$ cat src/rtl/gpio_port_irq.sv
module gpio_port_irq #(
  parameter int LINES    = 8,
  parameter int DB_COUNT = 3,
  parameter int AW       = 5
) (
  input  logic             clk_i,
  input  logic             rst_ni,
  input  logic             bus_wr_i,
  input  logic [AW-1:0]    bus_addr_i,
  input  logic [LINES-1:0] bus_wdata_i,
  output logic [LINES-1:0] bus_rdata_o,
  input  logic [LINES-1:0] pins_i,
  input  logic             sample_stb_i,
  output logic             irq_o,
  output logic [LINES-1:0] line_irq_o
);
  localparam int CW = $clog2(DB_COUNT + 1);
  localparam logic [AW-1:0] A_KIND = AW'(8'h00);
  localparam logic [AW-1:0] A_POL  = AW'(8'h04);
  localparam logic [AW-1:0] A_ACK  = AW'(8'h08);
  localparam logic [AW-1:0] A_EN   = AW'(8'h0C);
  localparam logic [AW-1:0] A_STAT = AW'(8'h10);
  localparam logic [AW-1:0] A_DB   = AW'(8'h18);

  logic [LINES-1:0] kind_q, pol_q, en_q, dben_q, pend_q, prev_q, deb_q;
  logic [LINES-1:0] filt, hit, lvl, status, ack;

  assign ack    = (bus_wr_i && bus_addr_i == A_ACK) ? bus_wdata_i : '0;
  assign filt   = (dben_q & deb_q) | (~dben_q & pins_i);
  assign hit    = en_q & kind_q & ((pol_q & filt & ~prev_q) | (~pol_q & ~filt & prev_q));
  assign lvl    = ~(filt ^ pol_q);
  assign status = en_q & ((kind_q & pend_q) | (~kind_q & lvl));

  assign line_irq_o = status;
  assign irq_o      = |status;

  always_ff @(posedge clk_i) begin
    if (!rst_ni) begin
      kind_q <= '0;
      pol_q  <= '0;
      en_q   <= '0;
      dben_q <= '0;
      pend_q <= '0;
      prev_q <= pins_i;
    end else begin
      if (bus_wr_i && bus_addr_i == A_KIND) kind_q <= bus_wdata_i;
      if (bus_wr_i && bus_addr_i == A_POL)  pol_q  <= bus_wdata_i;
      if (bus_wr_i && bus_addr_i == A_EN)   en_q   <= bus_wdata_i;
      if (bus_wr_i && bus_addr_i == A_DB)   dben_q <= bus_wdata_i;
      pend_q <= kind_q & ((pend_q & ~ack) | hit);
      prev_q <= filt;
    end
  end

  for (genvar i = 0; i < LINES; i++) begin : g_deb
    logic          d_q;
    logic [CW-1:0] c_q;
    always_ff @(posedge clk_i) begin
      if (!rst_ni || !dben_q[i] || pins_i[i] == d_q) begin
        d_q <= pins_i[i];
        c_q <= '0;
      end else if (sample_stb_i) begin
        if (c_q == CW'(DB_COUNT - 1)) begin
          d_q <= pins_i[i];
          c_q <= '0;
        end else begin
          c_q <= c_q + 1'b1;
        end
      end
    end
    assign deb_q[i] = d_q;
  end

  always_comb begin
    case (bus_addr_i)
      A_KIND:  bus_rdata_o = kind_q;
      A_POL:   bus_rdata_o = pol_q;
      A_EN:    bus_rdata_o = en_q;
      A_STAT:  bus_rdata_o = status;
      A_DB:    bus_rdata_o = dben_q;
      default: bus_rdata_o = '0;
    endcase
  end
endmodule


$ cat config.mk
export PLATFORM = sky130hd
export DESIGN_NAME = gpio_port_irq
export DESIGN_NICKNAME = d
export VERILOG_FILES = /design/src/rtl/gpio_port_irq.sv
export SDC_FILE = /design/constraint.sdc
export NUM_CORES = 1
export LEC_CHECK = 0
export BUFFER_PORTS_ARGS = -buffer_cell sky130_fd_sc_hd__buf_4
export CAP_MARGIN = 20
export CORE_MARGIN = 10
export CORE_UTILIZATION = 59
export DETAILED_ROUTE_END_ITERATION = 16
export GPL_TIMING_DRIVEN = 0
export PLACE_DENSITY = 0.8
export SETUP_SLACK_MARGIN = 0.02
export SYNTH_ARGS = -nofsm -noshare
export SYNTH_HDL_FRONTEND = slang
export SYNTH_SLANG_ARGS = --single-unit
$ cat constraint.sdc
create_clock -name clk_i -period 3.9 [get_ports clk_i]
set_clock_uncertainty 0.1 [all_clocks]
set_input_delay 0 -clock clk_i [delete_from_list [all_inputs] [get_ports clk_i]]
set_output_delay 0 -clock clk_i [all_outputs]
set_load 0.1 [all_outputs]
Yosys cells after proc, flatten, opt, wreduce, memory -nomap -nowiden

Index checks and enable logic that the tools add are counted.

Input bits: 25
Output and inout port bits: 17
Logic and storage cells: 167
Register bits: 72

Multiplexer cells: 35
Bitwise gates (word level): 25
Eq/ne operators: 21
Add/sub/neg operators: 8
Reductions and logical operators: 56

Operators with widths:

| kind                                                | count |
|---|---|
| AND 8 bit                                           | 13 |
| inverter 8 bit                                      | 7 |
| one-hot mux 8 bit (5 select lines)                  | 1 |
| OR 8 bit                                            | 4 |
| nonzero test 2 bit                                  | 16 |
| 2-to-1 mux 1 bit                                    | 24 |
| adder 2 x 1 -> 2 bit, second input constant         | 8 |
| equality test 2 bit, second input constant          | 8 |
| logical OR 1 bit                                    | 16 |
| 2-to-1 mux 2 bit                                    | 8 |
| 2-to-1 mux 8 bit                                    | 2 |
| AND reduction 2 bit                                 | 8 |
| equality test 5 x 4 -> 1 bit, second input constant | 2 |
| equality test 5 bit, second input constant          | 2 |
| zero test 1 bit                                     | 9 |
| equality test 1 bit                                 | 8 |
| OR reduction 8 bit                                  | 1 |
| XOR 8 bit                                           | 1 |
| equality test 5 x 3 -> 1 bit, second input constant | 1 |
| logical AND 1 bit                                   | 5 |
| zero test 5 bit                                     | 1 |

Longest topological paths before layout

Gate-level depths: netlist (run 1).

Word-level depth: 10
Gate-level depth with buffers: 6
Gate-level depth less buffers: 6

Worst setup path after synthesis (run 1)

OpenSTA, ideal clock, no wires.

Path type: flip-flop to output port
Start point: register dben_q[2]
End point: output port bus_rdata_o[2]
Buffers on the path: 0
Data arrival time: 4.493 ns
Slack: -0.693 ns
Stages on the path, launching flop included: 7
Cells stage by stage: dfxtp_1 -> mux2i_1 -> ha_1 -> or2_2 -> a21boi_0 -> a22oi_1 -> nand2_1

Cells in the longest elaborated chain, start to end: 9
Elaborated cells on any way between the ends: 10
Those cells by class: mux: 1; bitwise: 9

Ends and longest elaborated chain:

| item                                 | RTL line | RTL |
|---|---|---|
| start: declaration                   | 25       | `logic [LINES-1:0] kind_q, pol_q, en_q, dben_q, pend_q, prev_q, deb_q;` |
| start signal: assignment             | 49       | `if (bus_wr_i && bus_addr_i == A_DB) dben_q <= bus_wdata_i;` |
| inverter 8 bit                       | 29       | `assign filt = (dben_q & deb_q) \| (~dben_q & pins_i);` |
| AND 8 bit                            | 29       |  |
| OR 8 bit *                           | 29       |  |
| XOR 8 bit *                          | 31       | `assign lvl = ~(filt ^ pol_q);` |
| inverter 8 bit *                     | 31       |  |
| AND 8 bit *                          | 32       | `assign status = en_q & ((kind_q & pend_q) \| (~kind_q & lvl));` |
| OR 8 bit *                           | 32       |  |
| AND 8 bit *                          | 32       |  |
| via line_irq_o[2]                    | 15       | `output logic [LINES-1:0] line_irq_o` |
| one-hot mux 8 bit (5 select lines) * | 75       | `case (bus_addr_i)` |
| end: declaration                     | 11       | `output logic [LINES-1:0] bus_rdata_o,` |

Mark *: on every way through the listed nets, which the timed path passes. The rest lies on a longest branch.

Worst setup path after layout (run 1)

Start point: register dben_q[2]
End point: output port bus_rdata_o[2]

Cells in the longest elaborated chain, start to end: 9
Elaborated cells on any way between the ends: 10
Those cells by class: mux: 1; bitwise: 9

Ends and longest elaborated chain:

| item                                 | RTL line |
|---|---|
| inverter 8 bit                       | 29 |
| AND 8 bit                            | 29 |
| OR 8 bit                             | 29 |
| XOR 8 bit                            | 31 |
| inverter 8 bit                       | 31 |
| AND 8 bit                            | 32 |
| OR 8 bit                             | 32 |
| AND 8 bit                            | 32 |
| one-hot mux 8 bit (5 select lines) * | 75 |

Every way passes the cells marked *; elsewhere a longest branch is shown, timed or not.

==> results of run 1 <==
## Yosys cell counts, drive strengths merged (13+ instances only)
| cell type | count | area, um2 |
|---|---|---|
| mux2i | 16 | 160 |
| a21oi | 16 | 80.1 |
| inv | 22 | 82.6 |
| nand3 | 49 | 255 |
| dfxtp | 64 | 1280 |
| ha | 16 | 200 |
| nor3 | 15 | 80.1 |
| o21ai | 40 | 230 |
| a22oi | 16 | 120 |
| nand2 | 55 | 206 |
| nor2 | 23 | 86.3 |
| clkbuf | 13 | 48.8 |
## path summary, 6_finish.rpt
path,start,end,slack [ps],cells past startpoint
max,dben_q[2],bus_rdata_o[2],1250,7
max reg2reg,dben_q[2],pend_q[2],2230,6
min,bus_addr_i[3],kind_q[2],70,5
min reg2reg,pol_q[3],pol_q[3],390,2
## flip-flops by register name, indices dropped and copies added, names as in the netlist
name / cells
prev_q: 8
pol_q: 8
g_deb.d_q: 8
dben_q: 8
en_q: 8
pend_q: 8
g_deb.c_q: 16
kind_q: 8
## routing by layer
layer | vias to the layer above | part of all wire | track usage
li1 | 1628 | - | -
met1 | 1687 | 0.40 | 0.242
met2 | 158 | 0.50 | 0.349
met3 | 26 | 0.076 | 0.0447
met4 | 0 | 0.023 | 0.104
met5 | - | 0 | 0
## cells by family after synthesis
logic type,count (synthesis),synth area share
buf+inv,41,0.0493
mux,24,0.0684
fa+ha+maj,16,0.0547
flops,72,0.416
simple gates,162,0.218
xor+xnor,8,0.0192
compound gates,96,0.174
## power breakdown
group,switching [W],internal [W]
Clock,0.000282,0.000443
Sequential,0.00000935,0.000759
Combinational,0.0000798,0.0000583
## per-stage QoR
stage | instance area (um2) | util | total power [W] | setup slack [ps]
2_1_floorplan | 3660 | - | 0.000852 | 184
3_3_place_gp | 4050 | 0.680 | 0.000903 | 1660
3_5_place_dp | 4060 | 0.682 | 0.000907 | 1670
4_1_cts | 4470 | 0.751 | 0.00163 | 1280
5_1_grt | 4470 | 0.751 | 0.00167 | 1140
6_report | 4470 | 0.751 | 0.00163 | 1250
## critical path, stage by stage (launching register included)
cell and delay (ps):
dfxtp_1 430, mux2i_1 390, ha_1 300, or2_2 270
a21boi_1 280, a22oi_1 140, nand2_1 110, buf_4 290
## cell type report
class / count / area [um2] / share of cell area
Timing Repair Buffer: 58 / 478 / 0.107
Sequential cell: 72 / 1520 / 0.340
Clock buffer: 11 / 141 / 0.0316
Multi-Input combinational cell: 306 / 1960 / 0.437
Inverter: 22 / 82.6 / 0.0185
Tap cell: 75 / 93.8 / 0.0210
Clock inverter: 5 / 104 / 0.0232
Buffer: 19 / 97.6 / 0.0218
==> metrics.txt, run 1 <==
status=complete, no violations; post-synth cell types=35; crit-path max FO=4; DR iter-0 viols=220; DRC errors left=0; Post-Syn Instances=419; Pleak=1.79 nW; TritonCTS Buffers=9; Finished Layout Cells=568; dominant synthesized flop cell=dfxtp_1; Hold Violations, Final=0; Worst setup EP type=output port; Wirelength per Cell=18.3 um; synthesized area=3660 um2; final setup TNS=0 ps; worst hold-check slack=70.3 ps; Slew HR=0.460; share of layout cells above drive strength 1=0.195; minimum clock period=2650 ps; Setup crit start kind=flop; Chip Width=98.7 um; gr usage total=0.207; yosys synthesis warning count=0; global-route wire length before repair=16,500 um; 1st-pass router iterations=5; commonest cells after routing, fill and taps aside=dfxtp_1, nand2_1, nand3_1; Mapped Avg Cell Area=8.73 um2; die extent in y=98.7 um; EDFF count, synth=8; dpl hpwl=7220 um; clock sinks=72; Syn Nets=460; leading cell type in the layout, fill and taps excluded=dfxtp_1; fmax=0.378 GHz; hold buffers post-CTS=17; clock-pin slew on the worst setup and hold paths=80 ps; Final ANT Viol Nets=0; Peak VDD IR=0.248 mV; via/cell ratio=6.16; Port Buf Inserts=40; MaxCap Viol Count=0; final setup vio count=0; core box area=5960 um2; initial antenna violation count=0; pwr/cell area=365 nW/um2; Slew Viols, Final=0; maximum number of pins on one net before global-route repair=13; routability cong.=0.908; io pins=42; Inserted Diodes=0; Final Cycle Share=0.678; initial core utilization=0.614; placed cells=535; Async SR Flop Fraction=0; Worst Path Arrival=2550 ps; post-cts sizing count=0; #FFs+latches synth=72; Worst Tran Pin Value=807 ps; GR Overflow Total=0; die area=9750 um2; total wire length=10,400 um; CTS tree=done; sequential share of the synthesized area=0.416; CTS Root Cell=clkbuf_8; vias=3,499; fillcell total=451; worst min path class=input pin to flop; CP required=3800 ps; RSZ-0062 raised after global routing=no; CTS Buffer Depth=2; Layout area overhead=22.3%; critical path class=flop to output port; post-CTS setup buffers=0; Site Rows=28; Final nets=529; clk_lat worst skew=350 ps; CTS H-Tree Depth=3; vias in the first global route=3,399
(Power assumes the default switching activity.)
==> run 2, diff against run 1 <==
ABC_AREA = 1   (was default)
CORE_UTILIZATION = 53   (was 59)
PLACE_DENSITY = 0.76   (was 0.8)
clock period = 2.2 ns   (was 3.9 ns; I/O delays follow)
==> metrics.txt, run 2 <==
status=complete, no violations; share of layout cells above drive strength 1=0.144; worst r2r path cells=8; P_sw=0.000715 W; dominant synthesized flop cell=dfxtp_1; pwr/cell area=523 nW/um2; routability cong.=0.919; Hold Crit Start=bus_wr_i; worst reg2reg setup slack=760 ps; clock sinks=72; initial core utilization=0.552; finished layout cell area=5020 um2; CTS H-Tree Depth=3; share of power burned in registers=0.522; via/cell ratio=5.19; post-synth cell types=29; RR Startpoint=g_deb[5].d_q; critical path class=flop to output port; Hold Crit Depth=5; max FFs per register=16; Reg with most FFs=g_deb.c_q; slowest CP cell=edfxtp_1; GR Overflow Total=0; CTS Buffer Depth=2; fmax=0.472 GHz; Port Buf Inserts=39; global-route wire length before repair=18,200 um; reg-to-reg endpoint=pend_q[5]; worst min path class=input pin to flop; core box area=7330 um2; Comb power frac=0.119; Post-DP Area=4460 um2; Slew HR=0.584; gr usage total=0.196; Slew Viols, Final=0; Internal=0.00191 W; EDFF count, synth=8; Setup crit start kind=flop; total wire length=11,400 um; vias in the first global route=3,889; Wirelength per Cell=14.3 um; switching share of power=0.273; crit-path max FO=3; Inserted Diodes=0; Syn Nets=656; top post-synthesis cells by count=nand2_1, nor2_1, inv_1, dfxtp_1, o21ai_0; MaxCap Viol Count=0; Final Cycle Share=0.963; Final nets=730; Site Rows=31; Final ANT Viol Nets=0; Peak VDD IR=0.318 mV; Layout area overhead=24.0%; Synth area leader=dfxtp_1; clk_lat worst skew=350 ps; synthesized area=4050 um2; most common cell in the synthesized netlist=nand2_1; sequential share of the synthesized area=0.376; clock-pin slew on the worst setup and hold paths=80 ps; io pins=42; commonest cells after routing, fill and taps aside=nand2_1, nor2_1, inv_1; maximum number of pins on one net before global-route repair=13; initial antenna violation count=0; leading cell type in the layout, fill and taps excluded=nand2_1; final setup vio count=0; Chip Width=107 um; CP cell instances=inv_1 -> nand2_1 -> o21ai_0 -> ha_1 -> nand2_1 -> nand3_2 -> nor2_2 -> nor2_1 -> nand2_2 -> buf_12; Worst Tran Pin Value=624 ps; CTS tree=done; Clk network pwr share=0.360; largest delay contributor family on the critical path=simple AND/OR/NAND/NOR gates; CP required=2100 ps; RSZ-0062 raised after global routing=yes; 1st-pass router iterations=5; vias=4,117; dominant cells by area after synthesis=dfxtp_1, nand2_1, nor2_1, inv_1, edfxtp_1; DRC errors left=0; Hold Path End=kind_q[0]; yosys synthesis warning count=0; final core occ=0.684; Async SR Flop Fraction=0; worst hold-check slack=31.3 ps; #FFs+latches synth=72; die extent in y=107 um; Critical Path Max Stage Delay=380 ps; dpl hpwl=7830 um; CTS Root Cell=clkbuf_8; die area=11,500 um2; Worst setup EP type=output port; Critical Path Most Common Cell=nand2_1; Post-Syn Instances=615; Pleak=2.37 nW; top-area cell type share of the netlist area=0.317; crit path buf inv count=2; Hold Violations, Final=0; Mapped Avg Cell Area=6.58 um2; minimum clock period=2120 ps; DR iter-0 viols=303; Worst Path Arrival=2020 ps; TritonCTS Buffers=9
[run 2: worst register-to-register path, cell delays in order (launching register included)]
cell and delay [ps]:
edfxtp_1 400, inv_1 90, nand2_1 60, o21ai_0 110
inv_1 80, ha_1 180, o21a_1 180, o21ai_0 70
a21oi_1 80
[run 2: power groups by stage]
stage	registers [W]	logic [W]	clock network (W)
4_1_cts	0.00137	0.000290	0.000957
5_1_grt	0.00137	0.000341	0.00102
3_5_place_dp	0.00140	0.000263	0
6_report	0.00137	0.000311	0.000943
3_3_place_gp	0.00140	0.000256	0
2_1_floorplan	0.00139	0.000160	0
[run 2: what timing repair did]
item	in CTS	in global routing
setup endpoints to repair	4	9
buffers inserted	0	6
pin swaps	0	5
hold endpoints to repair	80	0
gates cloned	0	0
resized for setup	4	37
hold buffers	18	0
[run 2: area by class of cell]
class	instances	area, um2
timing repair buffer	63	631
multi-input combinational	439	2140
clock buffer	11	141
buffer	17	104
inverter	87	327
sequential	72	1520
fill	635	2310
clock inverter	5	31.3
tap	99	124
[run 2: kinds of logic (layout without fill, tap and decap cells)]
family	after synthesis	in the layout	synth area share
buffers and inverters	104	183	0.106
flip-flops	72	72	0.376
adder cells (fa/ha/maj)	16	16	0.0495
AND/OR/NAND/NOR	356	356	0.379
AO/OA/AOI/OAI	67	67	0.0891
[run 2: through the flow]
step / power, W / instances / setup WS [ps] / setup TNS [ps]
after global placement: 0.00165 / 753 / 419 / 0
after detailed placement: 0.00166 / 753 / 392 / 0
after floorplan: 0.00155 / 615 / 276 / 0
final: 0.00262 / 793 / 81.6 / 0
after global routing: 0.00273 / 793 / -34.2 / -55.4
after CTS: 0.00262 / 787 / 21.6 / 0
[run 2: how the worst max path moves through the flow]
stage / from / to / slack (ps) / cells past startpoint
floorplan: g_deb[5].d_q / bus_rdata_o[5] / 280 / 9
global placement: g_deb[0].d_q / bus_rdata_o[0] / 420 / 10
detailed placement: g_deb[3].d_q / bus_rdata_o[3] / 390 / 10
CTS: g_deb[4].d_q / bus_rdata_o[4] / 20 / 10
global route: g_deb[0].d_q / bus_rdata_o[0] / -30 / 10
finish: g_deb[0].d_q / bus_rdata_o[0] / 80 / 10
[run 2: routing by layer]
| metal | vias to the layer above | wire length (um) | track usage |
|---|---|---|---|
| met5 | - | 0 | 0 |
| met4 | 0 | 266 | 0.0821 |
| met3 | 25 | 734 | 0.0305 |
| met2 | 142 | 5500 | 0.339 |
| met1 | 1885 | 4850 | 0.234 |
| li1 | 2065 | - | - |
